$ cat src/rtl/udl_pkg.sv
`timescale 1ns/1ps
package udl_pkg;
  localparam int SLOTS    = 3;
  localparam int MAX_UOPS = 4;
  localparam int TAG_W    = 3;
  localparam int TAGS_W   = MAX_UOPS * TAG_W;
  localparam int CNT_W    = $clog2(MAX_UOPS + 1);
  localparam int IDX_W    = $clog2(MAX_UOPS);
  localparam int POP_W    = $clog2(SLOTS + 1);
  localparam int LANE_W   = $clog2(SLOTS);

  // queue tag codes
  localparam logic [TAG_W-1:0] Q_BR  = 3'd0;
  localparam logic [TAG_W-1:0] Q_INT = 3'd1;
  localparam logic [TAG_W-1:0] Q_MUL = 3'd2;
  localparam logic [TAG_W-1:0] Q_FP0 = 3'd3;
  localparam logic [TAG_W-1:0] Q_FP1 = 3'd4;
  localparam logic [TAG_W-1:0] Q_LD  = 3'd5;
  localparam logic [TAG_W-1:0] Q_ST  = 3'd6;
  localparam logic [TAG_W-1:0] Q_FPX = 3'd7;

  // per-clock caps
  localparam int CAP_BR  = 1;
  localparam int CAP_INT = 2;
  localparam int CAP_MUL = 2;
  localparam int CAP_FP0 = 1;
  localparam int CAP_FP1 = 1;
  localparam int CAP_LS  = 2;
  localparam int CAP_FPA = 2;

  typedef struct packed {
    logic [CNT_W-1:0]  cnt;
    logic [TAGS_W-1:0] tags;
  } instr_t;

  // control -> datapath strobes
  typedef struct packed {
    logic [POP_W-1:0] pop;
    logic [IDX_W-1:0] headIdx;
  } strobe_t;

  function automatic logic [CNT_W-1:0] normCount(input logic [CNT_W-1:0] raw);
    if (raw == '0) return CNT_W'(1);
    if (raw > CNT_W'(MAX_UOPS)) return CNT_W'(MAX_UOPS);
    return raw;
  endfunction
endpackage

$ cat src/rtl/udl_window.sv
`timescale 1ns/1ps
module udl_window
  import udl_pkg::*;
#(
  parameter int DEPTH = 4
) (
  input  logic              clk,
  input  logic              rstN,
  input  logic              inValid,
  output logic              inReady,
  input  logic [CNT_W-1:0]  inCount,
  input  logic [TAGS_W-1:0] inTags,
  input  strobe_t           strobe,
  output instr_t            win [SLOTS],
  output logic [SLOTS-1:0]  winValid,
  output logic [IDX_W-1:0]  headIdx
);
  localparam int PTR_W = (DEPTH > 1) ? $clog2(DEPTH) : 1;
  localparam int OCC_W = $clog2(DEPTH + 1);

  instr_t           store [DEPTH];
  logic [PTR_W-1:0] rdPtr;
  logic [PTR_W-1:0] wrPtr;
  logic [OCC_W-1:0] occ;
  logic             push;

  assign inReady = occ < OCC_W'(DEPTH);
  assign push    = inValid && inReady;

  // oldest SLOTS entries are visible to the control
  generate
    for (genvar k = 0; k < SLOTS; k++) begin : g_win
      assign win[k]      = store[PTR_W'((int'(rdPtr) + k) % DEPTH)];
      assign winValid[k] = int'(occ) > k;
    end
  endgenerate

  always_ff @(posedge clk) begin
    if (!rstN) begin
      rdPtr   <= '0;
      wrPtr   <= '0;
      occ     <= '0;
      headIdx <= '0;
    end else begin
      if (push) wrPtr <= (wrPtr == PTR_W'(DEPTH - 1)) ? '0 : wrPtr + 1'b1;
      rdPtr   <= PTR_W'((int'(rdPtr) + int'(strobe.pop)) % DEPTH);
      occ     <= OCC_W'(int'(occ) + int'(push) - int'(strobe.pop));
      headIdx <= strobe.headIdx;
    end
  end

  always_ff @(posedge clk) begin
    if (push) begin
      store[wrPtr].cnt  <= normCount(inCount);
      store[wrPtr].tags <= inTags;
    end
  end
endmodule

$ cat src/rtl/udl_control.sv
`timescale 1ns/1ps
module udl_control
  import udl_pkg::*;
(
  input  logic             noCross,
  input  instr_t           win [SLOTS],
  input  logic [SLOTS-1:0] winValid,
  input  logic [IDX_W-1:0] headIdx,
  output logic [SLOTS-1:0] slotValid,
  output logic [TAG_W-1:0] slotTag [SLOTS],
  output logic             bubble,
  output strobe_t          strobe
);
  int               used, start, n, pops;
  int               nBr, nInt, nMul, nFp0, nFp1, nLs, nFpa;
  logic             halt, ok;
  logic [IDX_W-1:0] idxNext;
  logic [TAG_W-1:0] tg;

  always_comb begin
    slotValid = '0;
    for (int s = 0; s < SLOTS; s++) slotTag[s] = '0;
    used = 0; pops = 0; start = 0; n = 0;
    nBr = 0; nInt = 0; nMul = 0; nFp0 = 0; nFp1 = 0; nLs = 0; nFpa = 0;
    halt = 1'b0; ok = 1'b0; tg = '0;
    idxNext = headIdx;

    for (int k = 0; k < SLOTS; k++) begin
      if (!halt && winValid[k]) begin
        start = (k == 0) ? int'(headIdx) : 0;
        n     = int'(win[k].cnt);
        // whole-instruction placement when the mode asks for it
        if (noCross && used > 0 && (n - start) > (SLOTS - used)) halt = 1'b1;
        for (int j = 0; j < MAX_UOPS; j++) begin
          if (!halt && j >= start && j < n) begin
            tg = win[k].tags[j*TAG_W +: TAG_W];
            case (tg)
              Q_BR:       ok = nBr  < CAP_BR;
              Q_INT:      ok = nInt < CAP_INT;
              Q_MUL:      ok = nMul < CAP_MUL;
              Q_FP0:      ok = (nFp0 < CAP_FP0) && (nFpa < CAP_FPA);
              Q_FP1:      ok = (nFp1 < CAP_FP1) && (nFpa < CAP_FPA);
              Q_LD, Q_ST: ok = nLs  < CAP_LS;
              default:    ok = nFpa < CAP_FPA;
            endcase
            if (ok && used < SLOTS) begin
              slotValid[LANE_W'(used)] = 1'b1;
              slotTag[LANE_W'(used)]   = tg;
              used = used + 1;
              case (tg)
                Q_BR:       nBr  = nBr + 1;
                Q_INT:      nInt = nInt + 1;
                Q_MUL:      nMul = nMul + 1;
                Q_FP0:      begin nFp0 = nFp0 + 1; nFpa = nFpa + 1; end
                Q_FP1:      begin nFp1 = nFp1 + 1; nFpa = nFpa + 1; end
                Q_LD, Q_ST: nLs  = nLs + 1;
                default:    nFpa = nFpa + 1;
              endcase
            end else begin
              halt    = 1'b1;
              idxNext = IDX_W'(j);
            end
          end
        end
        if (!halt) begin
          pops    = pops + 1;
          idxNext = '0;
        end
      end
    end

    bubble         = winValid[0] && (used < SLOTS);
    strobe.pop     = POP_W'(pops);
    strobe.headIdx = idxNext;
  end
endmodule

$ cat src/rtl/uop_dispatch_limiter.sv
`timescale 1ns/1ps
module uop_dispatch_limiter
  import udl_pkg::*;
#(
  parameter int DEPTH = 4
) (
  input  logic                   clk,
  input  logic                   rstN,
  input  logic                   noCross,
  input  logic                   inValid,
  output logic                   inReady,
  input  logic [CNT_W-1:0]       inCount,
  input  logic [TAGS_W-1:0]      inTags,
  output logic [SLOTS-1:0]       slotValid,
  output logic [SLOTS*TAG_W-1:0] slotTag,
  output logic                   bubble
);
  instr_t           win [SLOTS];
  logic [SLOTS-1:0] winValid;
  logic [IDX_W-1:0] headIdx;
  logic [TAG_W-1:0] laneTag [SLOTS];
  strobe_t          strobe;

  udl_window #(.DEPTH(DEPTH)) u_window (
    .clk(clk), .rstN(rstN), .inValid(inValid), .inReady(inReady),
    .inCount(inCount), .inTags(inTags), .strobe(strobe),
    .win(win), .winValid(winValid), .headIdx(headIdx)
  );

  udl_control u_control (
    .noCross(noCross), .win(win), .winValid(winValid), .headIdx(headIdx),
    .slotValid(slotValid), .slotTag(laneTag), .bubble(bubble), .strobe(strobe)
  );

  generate
    for (genvar s = 0; s < SLOTS; s++) begin : g_lane
      assign slotTag[s*TAG_W +: TAG_W] = laneTag[s];
    end
  endgenerate
endmodule

$ cat config.mk
export PLATFORM = sky130hd
export DESIGN_NAME = uop_dispatch_limiter
export DESIGN_NICKNAME = d
export VERILOG_FILES = /design/src/rtl/udl_pkg.sv /design/src/rtl/udl_window.sv /design/src/rtl/udl_control.sv /design/src/rtl/uop_dispatch_limiter.sv
export SDC_FILE = /design/constraint.sdc
export NUM_CORES = 1
export LEC_CHECK = 0
export CAP_MARGIN = 20
export CORE_ASPECT_RATIO = 1.75
export CORE_MARGIN = 2
export CORE_UTILIZATION = 25
export DETAILED_ROUTE_END_ITERATION = 10
export MAX_ROUTING_LAYER = met4
export PLACE_DENSITY = 0.43
export SETUP_SLACK_MARGIN = 0.05
export SYNTH_ARGS = -nofsm -noshare
export SYNTH_HDL_FRONTEND = slang
export SYNTH_SLANG_ARGS = --single-unit
$ cat constraint.sdc
create_clock -name clk -period 41 [get_ports clk]
set_clock_uncertainty 0.1 [all_clocks]
set_input_delay 8.2 -clock clk [delete_from_list [all_inputs] [get_ports clk]]
set_output_delay 8.2 -clock clk [all_outputs]
set_load 0.02 [all_outputs]
==> results.json <==
{
  "outcome": "complete, no violations",
  "hold_path_class": "reg -> reg",
  "cts_resized": 0,
  "cp-end-kind": "output port",
  "gr-total-overflow": 0,
  "utilization": 0.280,
  "cts_buffers": 9,
  "synth_edf_count": 60,
  "finalSetupTns_ps": 0,
  "cp.required_ps": 32700,
  "period_needed_ps": 36530,
  "fill_cells": 5930,
  "clk_path_buf_depth": 2,
  "holdBufCountCts": 0,
  "fin_nets": 1949,
  "cts.sinks": 69,
  "timing.critical_path.from": "u_window.rdPtr[1]",
  "path_clk_slew_ps": 60,
  "drtIter0Drc": 890,
  "r2r-start": "u_window.rdPtr[1]",
  "postCtsSetupRepairBufs": 0,
  "cp_slowest_stage_delay_ps": 680,
  "ys_seq_elements": 69,
  "worst_pin_slew_ps": 1110,
  "synth_area_sq_um": 13600,
  "vias": 13800,
  "drc": 0,
  "grt_pass1_wl_um": 85500,
  "cp-start-kind": "register",
  "crit_fanout": 40,
  "ff_latch_area_sq_um": 1990,
  "grt_usage": 0.207,
  "arrival_ps": 28230,
  "hold_viol_final": 0,
  "final_cell_count_no_fill": 2462,
  "syn_avg_cell_area_sq_um": 7.76,
  "via_per_inst": 5.59,
  "synth_top_cell_by_area": "ha_1",
  "fin_crit_sh": 0.891,
  "cts_root_buffer": "clkbuf_16",
  "finalInstanceArea_sq_um": 15200,
  "post-place-cells": 2442,
  "antenna_found_initial": 0,
  "cts_tree": "built",
  "yosys.cell_count.top_type": "nand2_1",
  "globalplace.congestion": 0.971,
  "wl_um": 58500,
  "slew_violations": 0,
  "multi_input_area_sq_um": 10900,
  "htreeDepth": 3,
  "drv_cap": 0,
  "die_w_um": 181,
  "initial_core_util": 0.252,
  "postSynthCellCount": 1757,
  "yosysTopAreaCellShare": 0.150,
  "yosys_warnings": 0,
  "insertion_delay_ps": 350,
  "synth_cell_type_count": 107,
  "ant_nets": 0,
  "first_global_vias": 13700,
  "synth-seq-area-share": 0.145,
  "hpwl_um": 49500,
  "critPathTopFamily": "simple AND/OR/NAND/NOR gates",
  "synthTopCellsByArea": "ha_1, edfxtp_1, mux2i_1",
  "setup_violations": 0,
  "dpl_cell_area_sq_um": 14800,
  "cp_slowest_cell": "nor2_1",
  "ys.flop_type": "edfxtp_1",
  "die-area_sq_um": 56500,
  "min-delay-start": "u_window.wrPtr[0]",
  "critPathKind": "reg -> out",
  "synthArstFlopShare": 0,
  "drt_first_pass_iters": 5,
  "ios": 33,
  "fp-row-count": 113,
  "cp_common_cell": "ha_1",
  "grt_max_degree": 78,
  "io_buffers": 32,
  "max_freq_mhz": 27.4,
  "rsz0062_at_grt": "no",
  "area_growth_pct": 11.3,
  "timing.slew.headroom": 0.250,
  "drive_gt1_frac": 0.108,
  "die_y_um": 313,
  "worst-path-buf-inv": 17,
  "wl_per_cell_um": 23.7,
  "core_area_sq_um": 54200,
  "netlist_top_cells_count": "nand2_1, ha_1, nor2_1"
}
## cell usage in the layout, fill, tap and decap left out, types with 18 or more instances in the layout
cell type,netlist,routed
inv_1,128,128
mux2i_1,87,87
nor3_1,39,37
or2_2,18,18
xor2_1,21,21
nand4_1,18,18
mux2_2,40,40
edfxtp_1,60,60
xnor2_1,47,47
clkdlybuf4s50_1,0,32
nand2_1,182,182
nor2_1,157,156
o211ai_1,26,26
and2_1,32,32
o21ai_0,65,65
a21o_1,18,18
buf_4,2,29
a21oi_1,103,103
and3_1,38,38
a31oi_1,18,18
nand3_1,80,80
ha_1,163,163
a211oi_1,23,23
## registers in the layout, summed over array words and instances, names as in the netlist
register          count
u_window.store       60
u_window.occ          3
u_window.headIdx      2
u_window.rdPtr        2
u_window.wrPtr        2
## routing by layer
metal  global-route usage  wire length (um)
met2                0.397             31500
met1                0.189             19600
met4                0.155              5140
met3               0.0158              2160
met5                    -                 0
## worst paths after layout
check | cells past startpoint | end | slack (ps)
worst max-delay path | 103 | slotValid[0] | 4470
worst min-delay path | 3 | u_window.wrPtr[0] | 530
worst max register to register | 108 | u_window.occ[2] | 12880
worst min register to register | 3 | u_window.wrPtr[0] | 530
## tightest hold or removal path: stages, from the launching register on
cell	delay, ps
dfxtp_1	340
nor2_1	110
a21oi_1	70
nor2_1	70
## cell families (layout without fill, tap and decap cells)
group,count (synthesis),after routing,share of synthesized area
AOI/OAI and AO/OA,443,443,0.232
and+or+nand+nor,666,666,0.243
muxes,146,146,0.127
DFF,69,69,0.145
buffers and inverters,199,211,0.0579
xor gates and xnor gates,68,68,0.0437
other,2,5,0.000551
adders and majority gates,164,164,0.151
## cell type report
class / count / area share
inverter: 129 / 0.0319
sequential: 69 / 0.131
clock inverter: 7 / 0.00965
clock buffer: 9 / 0.0148
antenna: 1 / 0.000165
multi-input combinational: 1491 / 0.717
timing repair buffer: 66 / 0.0387
tap: 690 / 0.0569
## metrics by stage
| stage | hold slack, ps | setup slack, ps |
|---|---|---|
| detailed placement | 519 | 4610 |
| global route | 566 | 2460 |
| floorplan | 455 | 7460 |
| CTS | 541 | 4160 |
| finish | 529 | 4470 |
| global placement | 505 | 4910 |
Power is not shown: default switching activity piles up to over one toggle a cycle in this logic, so the estimate is an artifact.
